`config.mk`:
```
export PLATFORM = sky130hd
export DESIGN_NAME = sha1_core
export DESIGN_NICKNAME = d
export VERILOG_FILES = /design/src/rtl/sha1_pkg.sv /design/src/rtl/sha1_ctrl.sv /design/src/rtl/sha1_sched.sv /design/src/rtl/sha1_datapath.sv /design/src/rtl/sha1_core.sv
export SDC_FILE = /design/constraint.sdc
export NUM_CORES = 2
export LEC_CHECK = 0
export BUFFER_PORTS_ARGS = -buffer_cell sky130_fd_sc_hd__clkbuf_2
export CORE_ASPECT_RATIO = 1.4
export CORE_MARGIN = 2
export CORE_UTILIZATION = 56
export CTS_CLUSTER_DIAMETER = 60
export DETAILED_ROUTE_END_ITERATION = 8
export PLACE_DENSITY_LB_ADDON = 0.2
export SYNTH_ARGS = -nofsm -noshare
export SYNTH_HDL_FRONTEND = slang
export SYNTH_SLANG_ARGS = --single-unit
export TNS_END_PERCENT = 100
```
`constraint.sdc`:
```
create_clock -name clk -period 11.55 [get_ports clk]
set_input_delay 1.155 -clock clk [delete_from_list [all_inputs] [get_ports clk]]
set_output_delay 1.155 -clock clk [all_outputs]
set_load 0.02 [all_outputs]
```
`src/rtl/sha1_pkg.sv`:
```
package sha1_pkg;
    localparam int WORD_W    = 32;
    localparam int NUM_WORDS = 16;
    localparam int ROUNDS    = 80;
    localparam int PHASE_LEN = 20;
    localparam int NUM_VARS  = 5;
    localparam int BLOCK_W   = NUM_WORDS * WORD_W;
    localparam int STATE_W   = NUM_VARS * WORD_W;
    localparam int RND_W     = $clog2(ROUNDS);
    localparam int SLOT_W    = $clog2(NUM_WORDS);

    typedef logic [WORD_W-1:0] word_t;
    typedef logic [RND_W-1:0]  rnd_t;

    typedef enum logic [1:0] {
        ST_IDLE,
        ST_ROUND,
        ST_FINAL
    } state_e;

    function automatic word_t rotl(input word_t x, input int unsigned n);
        return (x << n) | (x >> (WORD_W - n));
    endfunction

    function automatic word_t iv_word(input int unsigned k);
        case (k)
            0:       return 32'h67452301;
            1:       return 32'hEFCDAB89;
            2:       return 32'h98BADCFE;
            3:       return 32'h10325476;
            default: return 32'hC3D2E1F0;
        endcase
    endfunction

    function automatic word_t round_k(input rnd_t r);
        if (r < rnd_t'(PHASE_LEN))         return 32'h5A827999;
        else if (r < rnd_t'(2*PHASE_LEN))  return 32'h6ED9EBA1;
        else if (r < rnd_t'(3*PHASE_LEN))  return 32'h8F1BBCDC;
        else                               return 32'hCA62C1D6;
    endfunction

    function automatic word_t round_f(input rnd_t r, input word_t b, input word_t c,
                                      input word_t d);
        if (r < rnd_t'(PHASE_LEN))         return (b & (c ^ d)) ^ d;
        else if (r < rnd_t'(2*PHASE_LEN))  return b ^ c ^ d;
        else if (r < rnd_t'(3*PHASE_LEN))  return (c & d) ^ (b & (c ^ d));
        else                               return b ^ c ^ d;
    endfunction
endpackage

```
`src/rtl/sha1_ctrl.sv`:
```
module sha1_ctrl
    import sha1_pkg::*;
(
    input  logic clk,
    input  logic rst_n,
    input  logic blk_valid,
    output logic busy,
    output logic load,
    output logic step,
    output logic fin,
    output rnd_t rnd,
    output logic done
);
    state_e state, state_nx;

    always_comb begin
        state_nx = state;
        unique case (state)
            ST_IDLE:  if (blk_valid) state_nx = ST_ROUND;
            ST_ROUND: if (rnd == rnd_t'(ROUNDS-1)) state_nx = ST_FINAL;
            ST_FINAL: state_nx = ST_IDLE;
            default:  state_nx = ST_IDLE;
        endcase
    end

    always_ff @(posedge clk) begin
        if (!rst_n) begin
            state <= ST_IDLE;
            rnd   <= '0;
        end else begin
            state <= state_nx;
            if (load)      rnd <= '0;
            else if (step) rnd <= rnd + rnd_t'(1);
        end
    end

    always_comb begin
        busy = (state != ST_IDLE);
        load = (state == ST_IDLE) && blk_valid;
        step = (state == ST_ROUND);
        fin  = (state == ST_FINAL);
    end

    always_ff @(posedge clk) begin
        if (!rst_n) done <= 1'b0;
        else        done <= fin;
    end

    AST_RND_IN_RANGE: assert property (@(posedge clk) disable iff (!rst_n)
        step |-> rnd < rnd_t'(ROUNDS));
    AST_FIN_AFTER_LAST: assert property (@(posedge clk) disable iff (!rst_n)
        (step && rnd == rnd_t'(ROUNDS-1)) |=> fin);
    AST_DONE_ONE_CYCLE: assert property (@(posedge clk) disable iff (!rst_n)
        done |=> !done);
    AST_IDLE_WITH_DONE: assert property (@(posedge clk) disable iff (!rst_n)
        done |-> !busy);
    AST_NO_LOAD_BUSY: assert property (@(posedge clk) disable iff (!rst_n)
        (busy && blk_valid) |=> !(step && rnd == '0));
endmodule

```
`src/rtl/sha1_sched.sv`:
```
module sha1_sched
    import sha1_pkg::*;
(
    input  logic               clk,
    input  logic               rst_n,
    input  logic               load,
    input  logic               step,
    input  rnd_t               rnd,
    input  logic [BLOCK_W-1:0] blk,
    output word_t              w_cur
);
    word_t              slot [NUM_WORDS];
    logic [SLOT_W-1:0]  idx, i_m14, i_m8, i_m3;
    word_t              expanded;
    logic               expand_phase;

    always_comb begin
        idx          = rnd[SLOT_W-1:0];
        i_m14        = idx + SLOT_W'(2);
        i_m8         = idx + SLOT_W'(8);
        i_m3         = idx + SLOT_W'(13);
        expand_phase = (rnd >= rnd_t'(NUM_WORDS));
        expanded     = rotl(slot[idx] ^ slot[i_m14] ^ slot[i_m8] ^ slot[i_m3], 1);
        w_cur        = expand_phase ? expanded : slot[idx];
    end

    for (genvar j = 0; j < NUM_WORDS; j++) begin : g_slot
        always_ff @(posedge clk) begin
            if (load)
                slot[j] <= blk[BLOCK_W-1-j*WORD_W -: WORD_W];
            else if (step && expand_phase && idx == SLOT_W'(j))
                slot[j] <= expanded;
        end
    end

    AST_LOAD_WORD0: assert property (@(posedge clk) disable iff (!rst_n)
        load |=> slot[0] == $past(blk[BLOCK_W-1 -: WORD_W]));
    AST_LOAD_WORD15: assert property (@(posedge clk) disable iff (!rst_n)
        load |=> slot[NUM_WORDS-1] == $past(blk[WORD_W-1:0]));
endmodule

```
`src/rtl/sha1_datapath.sv`:
```
module sha1_datapath
    import sha1_pkg::*;
(
    input  logic               clk,
    input  logic               rst_n,
    input  logic               load,
    input  logic               first,
    input  logic               step,
    input  logic               fin,
    input  rnd_t               rnd,
    input  word_t              w_cur,
    output logic [STATE_W-1:0] digest
);
    word_t       v     [NUM_VARS];
    word_t       chain [NUM_VARS];
    logic [2:0]  ptr;
    logic        first_q;
    logic [2:0]  ia, ib, ic, id, ie;
    word_t       t_new;

    function automatic logic [2:0] slot_of(input logic [2:0] p, input int unsigned k);
        logic [3:0] s;
        s = {1'b0, p} + 4'(k);
        return (s >= 4'(NUM_VARS)) ? 3'(s - 4'(NUM_VARS)) : s[2:0];
    endfunction

    always_comb begin
        ia    = ptr;
        ib    = slot_of(ptr, 1);
        ic    = slot_of(ptr, 2);
        id    = slot_of(ptr, 3);
        ie    = slot_of(ptr, 4);
        t_new = rotl(v[ia], 5) + round_f(rnd, v[ib], v[ic], v[id]) + v[ie]
              + round_k(rnd) + w_cur;
    end

    always_ff @(posedge clk) begin
        if (!rst_n) begin
            ptr     <= '0;
            first_q <= 1'b0;
            for (int k = 0; k < NUM_VARS; k++) begin
                v[k]     <= '0;
                chain[k] <= iv_word(k);
            end
        end else if (load) begin
            ptr     <= '0;
            first_q <= first;
            for (int k = 0; k < NUM_VARS; k++)
                v[k] <= first ? iv_word(k) : chain[k];
        end else if (step) begin
            v[ie] <= t_new;
            v[ib] <= rotl(v[ib], 30);
            ptr   <= ie;
        end else if (fin) begin
            for (int k = 0; k < NUM_VARS; k++)
                chain[k] <= (first_q ? iv_word(k) : chain[k]) + v[k];
        end
    end

    for (genvar k = 0; k < NUM_VARS; k++) begin : g_out
        assign digest[STATE_W-1-k*WORD_W -: WORD_W] = chain[k];
    end

    AST_PTR_HOME: assert property (@(posedge clk) disable iff (!rst_n)
        fin |-> ptr == '0);
    AST_CHAIN_HOLD: assert property (@(posedge clk) disable iff (!rst_n)
        !fin |=> $stable(digest));
endmodule

```
`src/rtl/sha1_core.sv`:
```
module sha1_core
    import sha1_pkg::*;
(
    input  logic               clk,
    input  logic               rst_n,
    input  logic               blk_valid,
    input  logic               blk_first,
    input  logic [BLOCK_W-1:0] blk_data,
    output logic               busy,
    output logic               done,
    output logic [STATE_W-1:0] digest
);
    logic  load, step, fin;
    rnd_t  rnd;
    word_t w_cur;

    sha1_ctrl u_ctrl (
        .clk(clk), .rst_n(rst_n), .blk_valid(blk_valid),
        .busy(busy), .load(load), .step(step), .fin(fin), .rnd(rnd), .done(done)
    );

    sha1_sched u_sched (
        .clk(clk), .rst_n(rst_n), .load(load), .step(step), .rnd(rnd),
        .blk(blk_data), .w_cur(w_cur)
    );

    sha1_datapath u_dp (
        .clk(clk), .rst_n(rst_n), .load(load), .first(blk_first), .step(step),
        .fin(fin), .rnd(rnd), .w_cur(w_cur), .digest(digest)
    );

    AST_ACCEPT_STARTS_BUSY: assert property (@(posedge clk) disable iff (!rst_n)
        (blk_valid && !busy) |=> busy);
endmodule

```
======== Word-level counts from Yosys, hierarchy flattened ========
Memories as Yosys holds them, arrays and structs flattened. A register that Yosys moved wholly into a read port is not among the register bits.
Index checks and enable logic that the tools add are counted.
word-level totals
  register bits ........................... 14
  bits in latches ......................... 0
  bits in writable memories ............... 832
  ROM bits ................................ 0
  input port bits ......................... 516
  output and inout bits ................... 162
  logic and storage cells ................. 279
  memories ................................ 3
memory list
  name          depth  width  read ports  clocked after memory_dff  wr ports  line                 text
  u_sched.slot  16     32     4           1                         16        sha1_sched.sv:12     word_t slot [NUM_WORDS];
  u_dp.chain    5      32     5           0                         5         sha1_datapath.sv:15  word_t chain [NUM_VARS];
  u_dp.v        5      32     10          1                         5         sha1_datapath.sv:14  word_t v [NUM_VARS];
operators by class
  $add $sub $neg .......................... 21
  $mul .................................... 0
  divide/modulo/power cells ............... 0
  magnitude comparators ................... 8
  eq/ne operators ......................... 20
  shifts and indexed selects .............. 0
  multiplexer cells ....................... 157
  bitwise operators ....................... 40
  reductions and logical operators ........ 25
operators by type and width
  operator             number
  $mux 32              79
  $add 32x32->32       9
  $xor 32x32->32       8
  $and 32x32->32       2
  $mux 1               64
  $reduce_or 32->1     2
  $eq 4x4->1 const B   8
  $or 32x1->32         1
  $or 32x30->32        1
  $or 32x5->32         1
  $mux 31              1
  $or 1x1->1           26
  $mux 3               8
  $logic_and 1x1->1    18
  $eq 4x3->1 const B   4
  $ge 4x3->1 const B   4
  $lt 7x6->1 const B   2
  $sub 3x3->3 const B  4
  $add 3x2->4 const B  2
  $add 4x4->4 const B  2
  $eq 4x2->1 const B   2
  $mux 4               2
  $add 7x1->7 const B  1
  $eq 7x7->1 const B   1
  17 further kinds     19

======== Depth between registers and ports, before layout ========
An unclocked memory read counts as a cell.
  depth in word-level cells ............... 15
  depth in mapped cells ................... 36
  mapped depth without buffers ............ 32

======== Cells and area by module ========
Synthesis repeated with hierarchy kept, for this count alone.
unflattened totals
  cells, all modules ...................... 7691
  area total of the unflattened synthesis .. 80577.3 um^2
modules (own cells, without submodules)
  module         instances  cells an instance  area each (um^2)  seq. area each (um^2)
  sha1_datapath  1          4555               42140.4           12632.1
  sha1_sched     1          3089               38001.4           15374.7
  sha1_ctrl      1          47                 435.4             200.2

======== Worst setup path after synthesis ========
Ideal clock, no wire load.
  path type ............................... reg2reg
  from .................................... register u_ctrl.state[1]
  to ...................................... memory u_dp.chain[0][0] in the netlist's numbering (enable)
  setup time .............................. 0.901 ns
  arrival time ............................ 11.537 ns
  data required time ...................... 10.649 ns
  path slack .............................. -0.888 ns
  stages on the path, launching flop included .. 3
  path buffers ............................ 0
  period minus slack after synthesis ...... 12.438 ns
  path through ............................ dfxtp_1 -> inv_1 -> o21ai_0
RTL lines
  element                   line                 text
  start: declaration        sha1_ctrl.sv:14      state_e state, state_nx;
  start signal: assignment  sha1_ctrl.sv:31      state <= state_nx;
  end: declaration          sha1_datapath.sv:15

==> flow_summary.toml <==
[run_status]
outcome = "finished, final reports clean"

[worst_setup_path]
cp-startpoint = "u_dp.ia[0]"
crit_required_ns = 12.05
r2r-start = "u_dp.ia[0]"
crit_type = "reg -> reg"
cp_max_fo = 75
cp-start-kind = "register"
reg2reg_depth = 27
crit_arrival_ns = 10.72
cp-end-kind = "register"

[sta]
fin_skew_ns = 0.0338
finalHoldViolCount = 0
fmax_mhz = 97.8
rsz0062_at_grt = "false"
slew_headroom = 0.112
timing.final.crit_share = 0.885
post-route-min-period_ns = 10.22
fin_setup_tns_ns = 0
maxSlewViolCount = 0
hold_ws_ns = 0.661
setup_viol = 0
worstMarginPinSlew_ns = 1.30

[floorplan]
die_h_um = 449
initial_core_util = 0.563
dieArea_um2 = 144000
fp.dieW_um = 322
num_io_pins = 678
num_rows = 163
core_area_um2 = 141000

[route]
final_antenna_net_count = 0
via_per_inst = 7.63
drt_pre_antenna_iters = 7
route.detailed.drc = 0
vias = 66300
routed_wl_um = 325000
wl_per_cell_um = 37.4
drt-initial-drc-count = 10500

[cts]
cts_setup_buffers = 0
cts-root-buf = "clkbuf_16"
cts_resized = 0
cts_made_buffers = 104
cts_tree = "built"
htreeDepth = 3
clock_sinks = 949
clockBufferDepth = 3
clk_latency_ns = 0.77
clk_pin_slew_ns = 0.06
hold_buffers = 0

[finish]
fin_nets = 7633
drive_gt1_frac = 0.364
synthToLayoutAreaGrowth_pct = 11.7

[yosys]
synth_flop_cell = "edfxtp_1"
synthCells = 6305
syn_area_per_cell_um2 = 12.5
ys_warn_count = 0
ys_types = 76
syn-cell-area_um2 = 79100
synth-xor-area-share = 0.0308
synthAdderAreaFrac = 0.0665
synth_common_cells = "mux4_2 (948), edfxtp_1 (928), nand2_1 (594)"
ys_ff_latch = 949
muxShareOfSynthArea = 0.336
synth_top_area_frac = 0.352
synthSimpleGateAreaFrac = 0.0788
syn-num-nets = 7166
ys_seq_area_frac = 0.358
synth_top_area_cell = "edfxtp_1"
synth_top_family_by_area = "multiplexers"
synth-compound-area-share = 0.0956
async_flop_share = 0
synth_most_common_cell = "mux4_2"
synth_area_leaders = "edfxtp_1 (35%), mux4_2 (27%), mux2_2 (4.6%)"
synth_edf_count = 928

[power]
power.total_mw = 26.6
power_density_nw_per_um2 = 301
ir_worst_vdd_v = 0.000554
p_leak_nw = 32.5

[grt]
grt_use_total = 0.449
grt_pass1_wl_um = 463000
grt_pass1_vias = 65300
antenna_found_initial = 18
grt_overflow = 0
grt_max_degree = 157

[placed_design]
gp_congestion = 1.02
io_buffers = 677
dp_hpwl_um = 228000

[worst_hold_path]
min_path_cells = 1
worstHoldStart = "u_dp.chain[0][86]"
hp-class = "reg -> reg"

[run]
drv_cap = 0
[path summary, 6_finish.rpt]
kind,end,slack [ns]
setup / recovery,u_dp.v[0][29],1.33
hold / removal,u_dp.v[2][22],0.66
setup reg to reg,u_dp.v[0][29],1.33
hold reg to reg,u_dp.v[2][22],0.66
[cell type report]
type                    count  area [um^2]
diodes                     11         27.5
clock buffers             114         2700
clock inverters            76          843
fillers                 10700        52100
inverters                 201          754
multi-input cells        4663        48600
flip-flops and latches    949        28300
well taps                1815         2270
repair buffers            853         4820
[cell usage in the layout, fill, tap and decap left out, types with 30 or more instances in the layout]
| cell type | instances |
|---|---|
| mux4_2 | 948 |
| edfxtp_1 | 928 |
| clkbuf_2 | 677 |
| nand2_1 | 566 |
| o21ai_0 | 507 |
| mux2_2 | 324 |
| nor2_1 | 322 |
| a21oi_1 | 294 |
| ha_1 | 217 |
| inv_1 | 199 |
| buf_4 | 166 |
| mux2i_1 | 143 |
| xnor2_1 | 135 |
| fa_1 | 126 |
| nor2b_1 | 125 |
| xor2_1 | 109 |
| clkbuf_16 | 107 |
| or2_2 | 85 |
| a21o_1 | 74 |
| a211oi_1 | 47 |
| nand3_1 | 44 |
| a221oi_1 | 44 |
| and3_1 | 42 |
| o221ai_1 | 41 |
| nand2b_1 | 40 |
| nor3_1 | 37 |
| xnor2_2 | 30 |
[cells by family after synthesis]
kind of cell	count (synthesis)
multiplexers	1421
flip-flops	949
buffers and inverters	693
AND/OR/NAND/NOR	1377
AO/OA/AOI/OAI	1244
XOR/XNOR	276
adder cells (fa/ha/maj)	345
[worst max-delay path, stage by stage, from the launching register on]
cell and delay (ns):
dfxtp_1 0.79, inv_2 0.26, ha_1 0.36, and3b_1 0.28
o41ai_4 0.36, buf_12 0.48, mux4_2 0.59, mux2i_2 0.85
fa_1 0.57, o221ai_1 0.24, fa_1 0.45, inv_1 0.08
fa_1 0.41, inv_1 0.07, fa_1 0.41, ha_1 0.21
inv_1 0.08, fa_1 0.21, nor2b_1 0.07, o2111ai_1 0.24
a21oi_1 0.22, o2111ai_1 0.52, nand3_1 0.43, o311ai_0 0.57
mux2i_1 0.24, nor2_1 0.54, o211a_1 0.26, a21oi_1 0.04
[routing by layer]
metal / GRT usage / vias to the layer above / part of all wire / routed length [um]
met5: 0 / - / 0.00015 / 50
met4: 0.363 / 8 / 0.10 / 33000
met3: 0.142 / 1571 / 0.15 / 48600
met2: 0.683 / 6604 / 0.45 / 146000
met1: 0.523 / 32300 / 0.30 / 97100
li1: - / 25800 / - / -
[registers in the layout, indices dropped and copies added (netlist names), named ones only]
name,count
u_dp.v,256
u_dp.ia,3
u_sched.slot,512
u_ctrl.rnd,7
u_dp.chain,160
u_ctrl.done,1
u_ctrl.state,2
u_dp.first_q,1
[stage by stage]
step	cell area, um^2	setup slack, ns	instances	util
finish	88400	1.33	8682	0.629
global route	88400	0.972	8674	0.629
CTS	88300	1.72	8670	0.629
detailed placement	84800	1.76	8480	0.603
global placement	84800	1.85	8480	0.603
floorplan	79100	3.01	6305	-
[power breakdown]
part | internal [mW] | total [mW] | switching [mW]
logic | 6.03 | 17.1 | 11.1
registers | 5.24 | 5.84 | 0.599
clock network | 2.03 | 3.61 | 1.58
total | 13.3 | 26.6 | 13.3
(Power assumes the default switching activity.)
